==> config.mk <==
export PLATFORM = sky130hd
export DESIGN_NAME = crmm_unit
export DESIGN_NICKNAME = d
export VERILOG_FILES = /design/src/rtl/crmm_pkg.sv /design/src/rtl/crmm_field_pick.sv /design/src/rtl/crmm_match.sv /design/src/rtl/crmm_merge.sv /design/src/rtl/crmm_unit.sv
export SDC_FILE = /design/constraint.sdc
export NUM_CORES = 1
export LEC_CHECK = 0
export BUFFER_PORTS_ARGS = -buffer_cell sky130_fd_sc_hd__buf_2
export CAP_MARGIN = 5
export CORE_MARGIN = 3
export CORE_UTILIZATION = 46
export DETAILED_ROUTE_END_ITERATION = 7
export GPL_TIMING_DRIVEN = 0
export PLACE_DENSITY = 0.93
export RECOVER_POWER = 50
export SETUP_SLACK_MARGIN = 0.05
export SLEW_MARGIN = 20
export SYNTH_ARGS = -nofsm -noshare
export SYNTH_HDL_FRONTEND = slang
export SYNTH_SLANG_ARGS = --single-unit
==> constraint.sdc <==
create_clock -name clk -period 4.7 [get_ports clk]
set_input_delay 0.94 -clock clk [delete_from_list [all_inputs] [get_ports clk]]
set_output_delay 0.94 -clock clk [all_outputs]
set_load 0.005 [all_outputs]
==> src/rtl/crmm_pkg.sv <==
package crmm_pkg;
  typedef enum logic [1:0] {
    OP_FLD2INT = 2'b00,
    OP_INT2FLD = 2'b01,
    OP_FLD2FLD = 2'b10,
    OP_FLD2BIT = 2'b11
  } crmm_op_e;
endpackage

==> src/rtl/crmm_field_pick.sv <==
module crmm_field_pick #(
  parameter int NF = 8,
  parameter int FW = 4,
  localparam int CRW = NF * FW,
  localparam int FSW = $clog2(NF)
) (
  input  logic [CRW-1:0] cr_i,
  input  logic [FSW-1:0] sel_i,
  output logic [FW-1:0]  fld_o
);
  logic [FW-1:0] fields [NF];

  for (genvar f = 0; f < NF; f++) begin : g_fld
    for (genvar k = 0; k < FW; k++) begin : g_bit
      assign fields[f][k] = cr_i[FW*f + FW-1-k];
    end
  end

  assign fld_o = fields[sel_i];
endmodule

==> src/rtl/crmm_match.sv <==
module crmm_match #(
  parameter int FW = 4
) (
  input  logic [FW-1:0] src_i,
  input  logic [FW-1:0] mask_i,
  input  logic [FW-1:0] pat_i,
  input  logic          any_i,
  output logic [FW-1:0] hit_o,
  output logic          red_o
);
  for (genvar k = 0; k < FW; k++) begin : g_cmp
    assign hit_o[k] = mask_i[k] & ~(pat_i[k] ^ src_i[k]);
  end

  assign red_o = any_i ? (|hit_o) : (&hit_o);
endmodule

==> src/rtl/crmm_merge.sv <==
module crmm_merge #(
  parameter int NF = 8,
  parameter int FW = 4,
  localparam int CRW = NF * FW,
  localparam int FSW = $clog2(NF),
  localparam int BSW = $clog2(FW)
) (
  input  logic [CRW-1:0] cr_i,
  input  logic           fld_en_i,
  input  logic           bit_en_i,
  input  logic [FSW-1:0] fld_i,
  input  logic [BSW-1:0] bit_i,
  input  logic [FW-1:0]  hit_i,
  input  logic           red_i,
  output logic [CRW-1:0] data_o,
  output logic [CRW-1:0] we_o
);
  logic [CRW-1:0] fld_we, bit_we, fld_val, bit_val;

  for (genvar f = 0; f < NF; f++) begin : g_f
    for (genvar k = 0; k < FW; k++) begin : g_k
      assign fld_we[FW*f + FW-1-k]  = fld_en_i && (fld_i == FSW'(f));
      assign bit_we[FW*f + FW-1-k]  = bit_en_i && (fld_i == FSW'(f)) && (bit_i == BSW'(k));
      assign fld_val[FW*f + FW-1-k] = hit_i[k];
      assign bit_val[FW*f + FW-1-k] = red_i;
    end
  end

  always_comb begin
    we_o   = fld_we | bit_we;
    data_o = (cr_i & ~we_o) | (fld_we & fld_val) | (bit_we & bit_val);
  end
endmodule

==> src/rtl/crmm_unit.sv <==
module crmm_unit #(
  parameter int XLEN = 64,
  parameter int NF   = 8,
  parameter int FW   = 4,
  localparam int CRW = NF * FW,
  localparam int FSW = $clog2(NF),
  localparam int BSW = $clog2(FW),
  localparam int TW  = FSW + BSW
) (
  input  logic            clk,
  input  logic            rst,
  input  logic            issue_i,
  input  logic            sel_lo_i,
  input  logic            sel_hi_i,
  input  logic [FW-1:0]   mask_i,
  input  logic [FW-1:0]   pat_i,
  input  logic            any_i,
  input  logic [FSW-1:0]  src_fld_i,
  input  logic [TW-1:0]   tgt_i,
  input  logic            int_zero_i,
  input  logic [XLEN-1:0] int_op_i,
  input  logic [CRW-1:0]  cr_i,
  output logic [XLEN-1:0] int_res_o,
  output logic            int_we_o,
  output logic [CRW-1:0]  cr_wdata_o,
  output logic [CRW-1:0]  cr_we_o
);
  import crmm_pkg::*;

  crmm_op_e       op;
  logic [FW-1:0]  fld_src, src, hit;
  logic           red, int_lsb, fld_en, bit_en;
  logic [FSW-1:0] dst_fld;
  logic [CRW-1:0] mdata, mwe;

  assign op      = crmm_op_e'({sel_hi_i, sel_lo_i});
  assign int_lsb = int_op_i[0] & ~int_zero_i;

  crmm_field_pick #(.NF(NF), .FW(FW)) u_pick (
    .cr_i(cr_i), .sel_i(src_fld_i), .fld_o(fld_src)
  );

  assign src = (op == OP_INT2FLD) ? {FW{int_lsb}} : fld_src;

  crmm_match #(.FW(FW)) u_match (
    .src_i(src), .mask_i(mask_i), .pat_i(pat_i), .any_i(any_i),
    .hit_o(hit), .red_o(red)
  );

  always_comb begin
    fld_en  = issue_i && (op == OP_INT2FLD || op == OP_FLD2FLD);
    bit_en  = issue_i && (op == OP_FLD2BIT);
    dst_fld = (op == OP_INT2FLD) ? src_fld_i : tgt_i[FSW-1:0];
  end

  crmm_merge #(.NF(NF), .FW(FW)) u_merge (
    .cr_i(cr_i), .fld_en_i(fld_en), .bit_en_i(bit_en),
    .fld_i(dst_fld), .bit_i(tgt_i[TW-1:FSW]),
    .hit_i(hit), .red_i(red), .data_o(mdata), .we_o(mwe)
  );

  always_ff @(posedge clk) begin
    if (rst) begin
      int_res_o  <= '0;
      int_we_o   <= 1'b0;
      cr_wdata_o <= '0;
      cr_we_o    <= '0;
    end else begin
      int_we_o   <= issue_i && (op == OP_FLD2INT);
      int_res_o  <= {{(XLEN-1){1'b0}}, issue_i && (op == OP_FLD2INT) && red};
      cr_wdata_o <= mdata;
      cr_we_o    <= mwe;
    end
  end
endmodule

Yosys cells after proc, flatten, opt, wreduce, memory -nomap -nowiden
Index checks and enable logic that the tools add are counted.
Cells by class
  bitwise operators: 22
  muxes and demuxes: 6
  reduce and logical (&&, ||, !) cells: 58
  equal/unequal tests: 13
  $lt $le $gt $ge: 1
Operator list (count)
  $and 32x32->32: 3
  $or 32x32->32: 3
  $logic_and 1x1->1: 52
  $not 32->32: 1
  $bmux 4 s3: 1
  $eq 3x3->1 const B: 4
  $mux 4: 3
  $eq 2x2->1 const B: 4
  $eq 3x2->1 const B: 2
  $and 1x1->1: 5
  $not 1->1: 5
  $eq 2x1->1 const B: 2
  $ge 4x4->1 const B: 1
  $logic_not 2->1: 2
  $not 3->4: 1
  $reduce_and 4->1: 1
  $reduce_or 4->1: 1
  $xor 1x1->1: 4
  $eq 3x1->1 const B: 1
  $logic_not 3->1: 1
  $mux 3: 1
  $logic_or 1x1->1: 1
  $mux 1: 1
Word-level totals
  output and inout port bits: 129
  input port bits: 119
  word-level logic and storage cells: 105
  register bits: 129

Longest topological paths before layout
Gate-level depths: netlist of run 1.
  word-level depth: 12
  mapped depth: 11
  mapped depth without buffers: 9

By module
From an unflattened synthesis of run 1, not the netlist that was laid out.
Unflattened totals
  cell total of the unflattened synthesis: 435
  area total of the unflattened synthesis: 4017.6 um^2
Modules (own cells, without submodules)
  crmm_unit: seq. area each 1321.3 um^2, area each 2422.3 um^2, cells an instance 224, times used 1
  crmm_merge: seq. area each 0.0 um^2, area each 1232.4 um^2, cells an instance 182, times used 1
  crmm_field_pick: seq. area each 0.0 um^2, area each 270.3 um^2, cells an instance 14, times used 1
  crmm_match: seq. area each 0.0 um^2, area each 92.6 um^2, cells an instance 15, times used 1

Worst setup path after synthesis of run 1
Ideal clock, no wire load.
  path kind: input port to flip-flop
  start: input sel_hi_i
  end: register cr_wdata_o[10]
  slack: 1.706 ns
  path buffers: 1
  data arrival time: 2.865 ns
  setup time: 0.129 ns
  stages: 10
  required time: 4.571 ns
  cells stage by stage: inv_1 > ha_1 > nand3b_2 > nand3b_1 > o32a_1 > o211ai_4 > o41a_4 > buf_6 > o211ai_1 > a21oi_1
On the way
  longest elaborated chain between the ends: 10
  elaborated cells between the ends (all ways): 34
  those cells by class: eq/ne (4); mux (3); bitwise (19); reduce/logical (8)
Ends and longest elaborated chain
  start: declaration: line crmm_unit.sv:14  | input logic sel_hi_i,
  $eq 2x1->1: line crmm_unit.sv:43, crmm_unit.sv:51, crmm_unit.sv:53
  $mux 3: line crmm_unit.sv:53  | dst_fld = (op == OP_INT2FLD) ? src_fld_i : tgt_i[FSW-1:0];
  $eq 3x2->1: line crmm_merge.sv:22, crmm_merge.sv:23
  $logic_and 1x1->1 (2 in a row): line crmm_merge.sv:23  | assign bit_we[FW*f + FW-1-k] = bit_en_i && (fld_i == FSW'(f)) && (bit_i == BSW'(k));
  $or 32x32->32: line crmm_merge.sv:30  | we_o = fld_we | bit_we;
  $not 32->32: line crmm_merge.sv:31  | data_o = (cr_i & ~we_o) | (fld_we & fld_val) | (bit_we & bit_val);
  $and 32x32->32: line crmm_merge.sv:31
  $or 32x32->32: line crmm_merge.sv:31
  $or 32x32->32 *: line crmm_merge.sv:31
  end signal: assignment: line crmm_unit.sv:71  | cr_wdata_o <= mdata;
  end: declaration: line crmm_unit.sv:25  | output logic [CRW-1:0] cr_wdata_o,
Mark *: on every way between the ends. The rest lies on a longest branch, timed or not.
A chain may end at the register's enable or synchronous reset.

Worst setup path in the final report of run 1
  start: input sel_hi_i
  end: register cr_wdata_o[31]
On the way
  longest elaborated chain between the ends: 10
  elaborated cells between the ends (all ways): 34
  those cells by class: eq/ne (4); mux (3); bitwise (19); reduce/logical (8)
Ends and longest elaborated chain (line)
  $eq 2x1->1: crmm_unit.sv:43, crmm_unit.sv:51, crmm_unit.sv:53
  $mux 3: crmm_unit.sv:53
  $eq 3x3->1: crmm_merge.sv:22, crmm_merge.sv:23
  $logic_and 1x1->1 (2 in a row): crmm_merge.sv:23
  $or 32x32->32: crmm_merge.sv:30
  $not 32->32: crmm_merge.sv:31
  $and 32x32->32: crmm_merge.sv:31
  $or 32x32->32: crmm_merge.sv:31
  $or 32x32->32 *: crmm_merge.sv:31
Marks and branches as above.

==> flow_summary.ini, run 1 <==
[die]
die_w_um = 95.73
die_y_um = 95.73
initial_utilization = 0.4768
coreArea_mm2 = 0.007767
rows = 32
ios = 248
die-area_mm2 = 0.009164

[sta]
period_share = 0.6980
finalSetupTns_ps = 0
worst_pin_slew_ps = 707.6
final-setup-viol-count = 0
finalHoldViolCount = 0
setup_ws_ps = 1420
max_freq_mhz = 304.8
rsz0062_at_grt = false
period_minus_slack_ps = 3280
relSlewSlack = 0.5269
slew_viol_final = 0
holdWs_ps = 896.4

[synthesis]
synth_edf_count = 0
synth-main-ff-cell = dfxtp_1
synth-seq-cells = 66
yosysWarnings = 0
synthArstFlopShare = 0
ys_types = 39
syn_inst = 402
syn_area_mm2 = 0.003704
yosysSeqAreaShare = 0.3568
synth_area_per_cell_um2 = 9.213

[worst_setup_path]
end_kind = flop
critPathMaxStageDelay_ps = 530
crit_type = in2reg
path_cells = buf_2 -> inv_1 -> ha_1 -> clkbuf_1 -> mux2_2 -> nand3_1 -> nor2_1 -> a21oi_1 -> a22oi_1 -> a21oi_1
worst-path-max-fanout = 10
crit_required_ps = 4920
cp_slowest_cell = nor2_1
cp.arrival_ps = 3500
critical_path.startpoint_type = primary input
crit_top_cell = a21oi_1

[cells_and_area]
num-nets-final = 716
area_growth_pct = 29.66
fillers = 706
regArea_mm2 = 0.001321
layout-drive-gt1-share = 0.3055
diodes = 0
multi_input_comb_area_mm2 = 0.001887

[power_and_ir_drop]
p_per_area_mw_per_mm2 = 282.5
p_leak_nw = 2.166
vdd_drop_max_mv = 0.1577

[grt]
grt_usage = 0.2617
antenna_found_initial = 0
grt_overflow_total = 0
grt_pass1_wl_mm = 18.13
grt_pass1_vias = 3720
grt_start_max_net_pins = 13

[clock_network]
postCtsSetupRepairBufs = 0
cts_tree = done
numCtsBuffers = 9
cts_resized = 0
cts_root_buf = clkbuf_8
ctsHoldBuffers = 0
clk_path_buf_depth = 2
h-tree-depth = 3
clk_pin_slew_worst_paths_ps = 70
clock_sinks = 66

[min_path]
worstHoldPathType = in2reg
hold_path.startpoint = cr_i[30]
hold-path-cell-count = 3
whs_endpoint = cr_wdata_o[30]$_SDFF_PP0_

[drt]
wirelength_mm = 12.38
vias = 3773
met3_wirelength_mm = 1.537
highest_layer = met4
post_drt_wl_per_cell_um = 17.67
ant_nets = 0
initialDrtViolationCount = 306
met2WireLength_mm = 5.745
vias_per_cell = 5.382
met1_length_mm = 4.622
drc = 0
firstDrtPassIters = 5

[place]
portBuffers = 119
hpwl_mm = 9.350
preCtsSetupSlack_ps = 1165
place_congestion = 0.9316

[status]
status = finished, final reports clean

[flow_run]
cap_viol_max_count = 0
==> kinds of logic (layout without fill, tap and decap cells) <==
logic type / count (synthesis) / after routing / share of synthesized area
AOI/OAI and AO/OA: 149 / 149 / 0.2909
adders and majority gates: 3 / 3 / 0.01014
buffers and inverters: 92 / 227 / 0.1966
DFF: 66 / 66 / 0.3568
muxes: 14 / 14 / 0.05169
other: 1 / 63 / 0.001013
and+or+nand+nor: 77 / 77 / 0.09291
==> synth_stat cells (all sizes together), types with 5 or more instances <==
cell type	instances	area [um^2]
buf	80	655.6
dfxtp	66	1321
o211ai	36	307.8
nand2	6	22.52
nor2	53	198.9
clkbuf	5	22.52
a22oi	33	247.7
mux2i	9	90.09
nand3b	5	41.29
o32a	5	52.55
a21oi	66	330.3
==> worst max path at each step <==
| stage | start | to | slack, ps | cells after the start |
|---|---|---|---|---|
| final | sel_hi_i | cr_wdata_o[31]$_SDFF_PP0_ | 1420 | 10 |
| after global routing | sel_hi_i | cr_wdata_o[25]$_SDFF_PP0_ | 1290 | 10 |
| after CTS | sel_hi_i | cr_wdata_o[31]$_SDFF_PP0_ | 1530 | 10 |
| after detailed placement | sel_hi_i | cr_wdata_o[31]$_SDFF_PP0_ | 1170 | 10 |
| after global placement | sel_hi_i | cr_wdata_o[31]$_SDFF_PP0_ | 1240 | 10 |
| after floorplan | sel_hi_i | cr_wdata_o[10]$_SDFF_PP0_ | 1710 | 10 |
==> report_power, final <==
group          switching, mW  internal, mW  total (mW)
Combinational          0.161         0.121       0.283
Clock                  0.228         0.260       0.488
Sequential           0.00553         0.580       0.586
Total                  0.395         0.961        1.36
==> placed cells by master (no fill, tap or decap), types with 6 or more instances in the layout <==
cell      count
buf_6         6
nor2_1       53
clkbuf_1     50
clkbuf_8     10
dfxtp_1      66
o211ai_1     32
buf_2        75
a21oi_1      66
nand2_1       6
buf_4        64
mux2i_1       9
conb_1       63
a22oi_1      33
==> worst max-delay path, delay by kind of cell <==
family | cells | cell delay, ps
muxes | 1 | 250
AOI/OAI and AO/OA | 3 | 620
adders and majority gates | 1 | 370
and+or+nand+nor | 2 | 730
buffers and inverters | 3 | 590
==> layout make-up <==
cell class | instances | area share
Tap cell | 102 | 0.02658
Clock buffer | 10 | 0.02866
Timing Repair Buffer | 119 | 0.1115
Multi-Input combinational cell | 306 | 0.3929
Sequential cell | 66 | 0.2751
Clock inverter | 6 | 0.01355
Buffer | 89 | 0.1493
Inverter | 3 | 0.002345
==> stage by stage <==
step | std cells | utilization | area, um^2 | total power, mW
finish | 701 | 0.6182 | 4802 | 1.357
floorplan | 464 | - | 3936 | 0.7785
global route | 701 | 0.6182 | 4802 | 1.404
detailed placement | 685 | 0.5999 | 4659 | 0.8731
global placement | 685 | 0.5999 | 4659 | 0.8699
CTS | 701 | 0.6260 | 4862 | 1.352
==> state kept, by name, indices dropped and copies added, names as in the netlist <==
name and cells:
cr_wdata_o 32, cr_we_o 32, int_res_o 1, int_we_o 1
==> routing by layer <==
metal / vias to the layer above / GRT usage
met1: 1707 / 0.2928
met5: - / 0
met3: 45 / 0.08991
met2: 289 / 0.4441
li1: 1732 / -
met4: 0 / 0.1244
(Power assumes the default switching activity.)
==> run 2: changes to the inputs <==
CORE_UTILIZATION = 42   (was 46)
PLACE_DENSITY = 0.87   (was 0.93)
clock period = 3.3 ns   (was 4.7 ns; I/O delays follow)
==> flow_summary.ini, run 2 (synthesized netlist as in run 1, its figures left out) <==
[status]
status = finished, final reports clean

[die]
rows = 33
ios = 248
die_y_um = 99.91
die-area_mm2 = 0.009981
coreArea_mm2 = 0.008382
initial_utilization = 0.4419
die_w_um = 99.91

[worst_setup_path]
worst-path-max-fanout = 10
crit_required_ps = 3530
cp.arrival_ps = 3150
crit_type = in2reg
critPathMaxStageDelay_ps = 490
end_kind = flop
critical_path.startpoint_type = primary input
path_cells = clkbuf_1 -> inv_1 -> ha_1 -> clkbuf_1 -> mux2i_1 -> nand3_1 -> nor2_1 -> a21oi_1 -> a22oi_1 -> a21oi_1
cp_slowest_cell = nor2_1

[sta]
final-setup-viol-count = 0
period_minus_slack_ps = 2921
relSlewSlack = 0.5331
finalHoldViolCount = 0
holdWs_ps = 617.8
rsz0062_at_grt = false
slew_viol_final = 0
worst_pin_slew_ps = 698.3
finalSetupTns_ps = 0
max_freq_mhz = 342.4
period_share = 0.8851

[place]
dp.cells = 688
place_congestion = 0.8816
hpwl_mm = 9.488
dpl-instance-area_mm2 = 0.004663
portBuffers = 119

[cells_and_area]
utilization = 0.5764
regArea_mm2 = 0.001321
num-nets-final = 716
diodes = 0
layoutNonFillerInstCount = 704
final_common_cell = buf_2
fillers = 756
multi_input_comb_area_mm2 = 0.001887
largest_registers = cr_wdata_o x32, cr_we_o x32
final_cell_mix = buf_2, a21oi_1, dfxtp_1, buf_4, conb_1
layout-drive-gt1-share = 0.3389
final_area_mm2 = 0.004831
area_growth_pct = 30.44

[drt]
highest_layer = met4
met2WireLength_mm = 5.556
ant_nets = 0
vias_per_cell = 5.325
post_drt_wl_per_cell_um = 17.63
met3_wirelength_mm = 1.625
drc = 0
vias = 3749
met1_length_mm = 4.759
firstDrtPassIters = 5
wirelength_mm = 12.41
initialDrtViolationCount = 329

[clock_network]
cts_root_buf = clkbuf_8
numCtsBuffers = 9
postCtsSetupRepairBufs = 0
clk_pin_slew_worst_paths_ps = 80
h-tree-depth = 3
clk_path_buf_depth = 2
ctsHoldBuffers = 0
clock_sinks = 66
cts_tree = done
cts_resized = 0

[min_path]
hold-path-cell-count = 2
whs_endpoint = int_we_o$_SDFF_PP0_
worstHoldPathType = in2reg
hold_path.startpoint = rst

[power_and_ir_drop]
p_leak_nw = 2.245
vdd_drop_max_mv = 0.1760
p_per_area_mw_per_mm2 = 400.5

[grt]
grt_pass1_wl_mm = 18.44
grt_start_max_net_pins = 13
grt_pass1_vias = 3687
antenna_found_initial = 0
grt_usage = 0.2387
grt_overflow_total = 0

[flow_run]
cap_viol_max_count = 0
## run 2: worst max-delay path: cells and delay by family
family / cells / cell delay [ps]
muxes: 1 / 290
AOI/OAI and AO/OA: 3 / 510
adders and majority gates: 1 / 370
buffers and inverters: 3 / 560
and+or+nand+nor: 2 / 750
## run 2: final cells by class
class / instances / area share
clock inverters: 6 / 0.01347
flip-flops and latches: 66 / 0.2735
multi-input cells: 306 / 0.3906
well taps: 105 / 0.02720
clock buffers: 10 / 0.02849
inverters: 3 / 0.002331
plain buffers: 89 / 0.1484
repair buffers: 119 / 0.1160
## run 2: per-layer routing
| metal | vias to the layer above | global-route usage |
|---|---|---|
| li1 | 1732 | - |
| met1 | 1685 | 0.2897 |
| met2 | 291 | 0.3802 |
| met3 | 41 | 0.08617 |
| met4 | 0 | 0.1040 |
| met5 | - | 0 |
## run 2: worst max path at each step
stage	from	cells past startpoint	end	slack [ps]
after global placement	sel_hi_i	11	cr_wdata_o[23]$_SDFF_PP0_	160
after detailed placement	sel_hi_i	10	cr_wdata_o[1]$_SDFF_PP0_	80
after floorplan	sel_hi_i	10	cr_wdata_o[10]$_SDFF_PP0_	590
after global routing	sel_hi_i	10	cr_wdata_o[16]$_SDFF_PP0_	140
final	sel_hi_i	10	cr_wdata_o[0]$_SDFF_PP0_	380
after CTS	sel_hi_i	10	cr_wdata_o[3]$_SDFF_PP0_	470
## run 2: per-stage QoR
step | power (mW) | worst slack [ps]
detailed placement | 1.248 | 75.03
floorplan | 1.109 | 585.9
finish | 1.935 | 379.2
CTS | 1.941 | 465.3
global placement | 1.241 | 157.6
global route | 2.009 | 135.6
## run 2: power breakdown
part	total [mW]	internal, mW	leakage (nW)	switching, mW
Combinational	0.405	0.175	1.60	0.230
Clock	0.695	0.370	0.103	0.325
Sequential	0.834	0.826	0.541	0.00802
Total	1.93	1.37	2.25	0.563
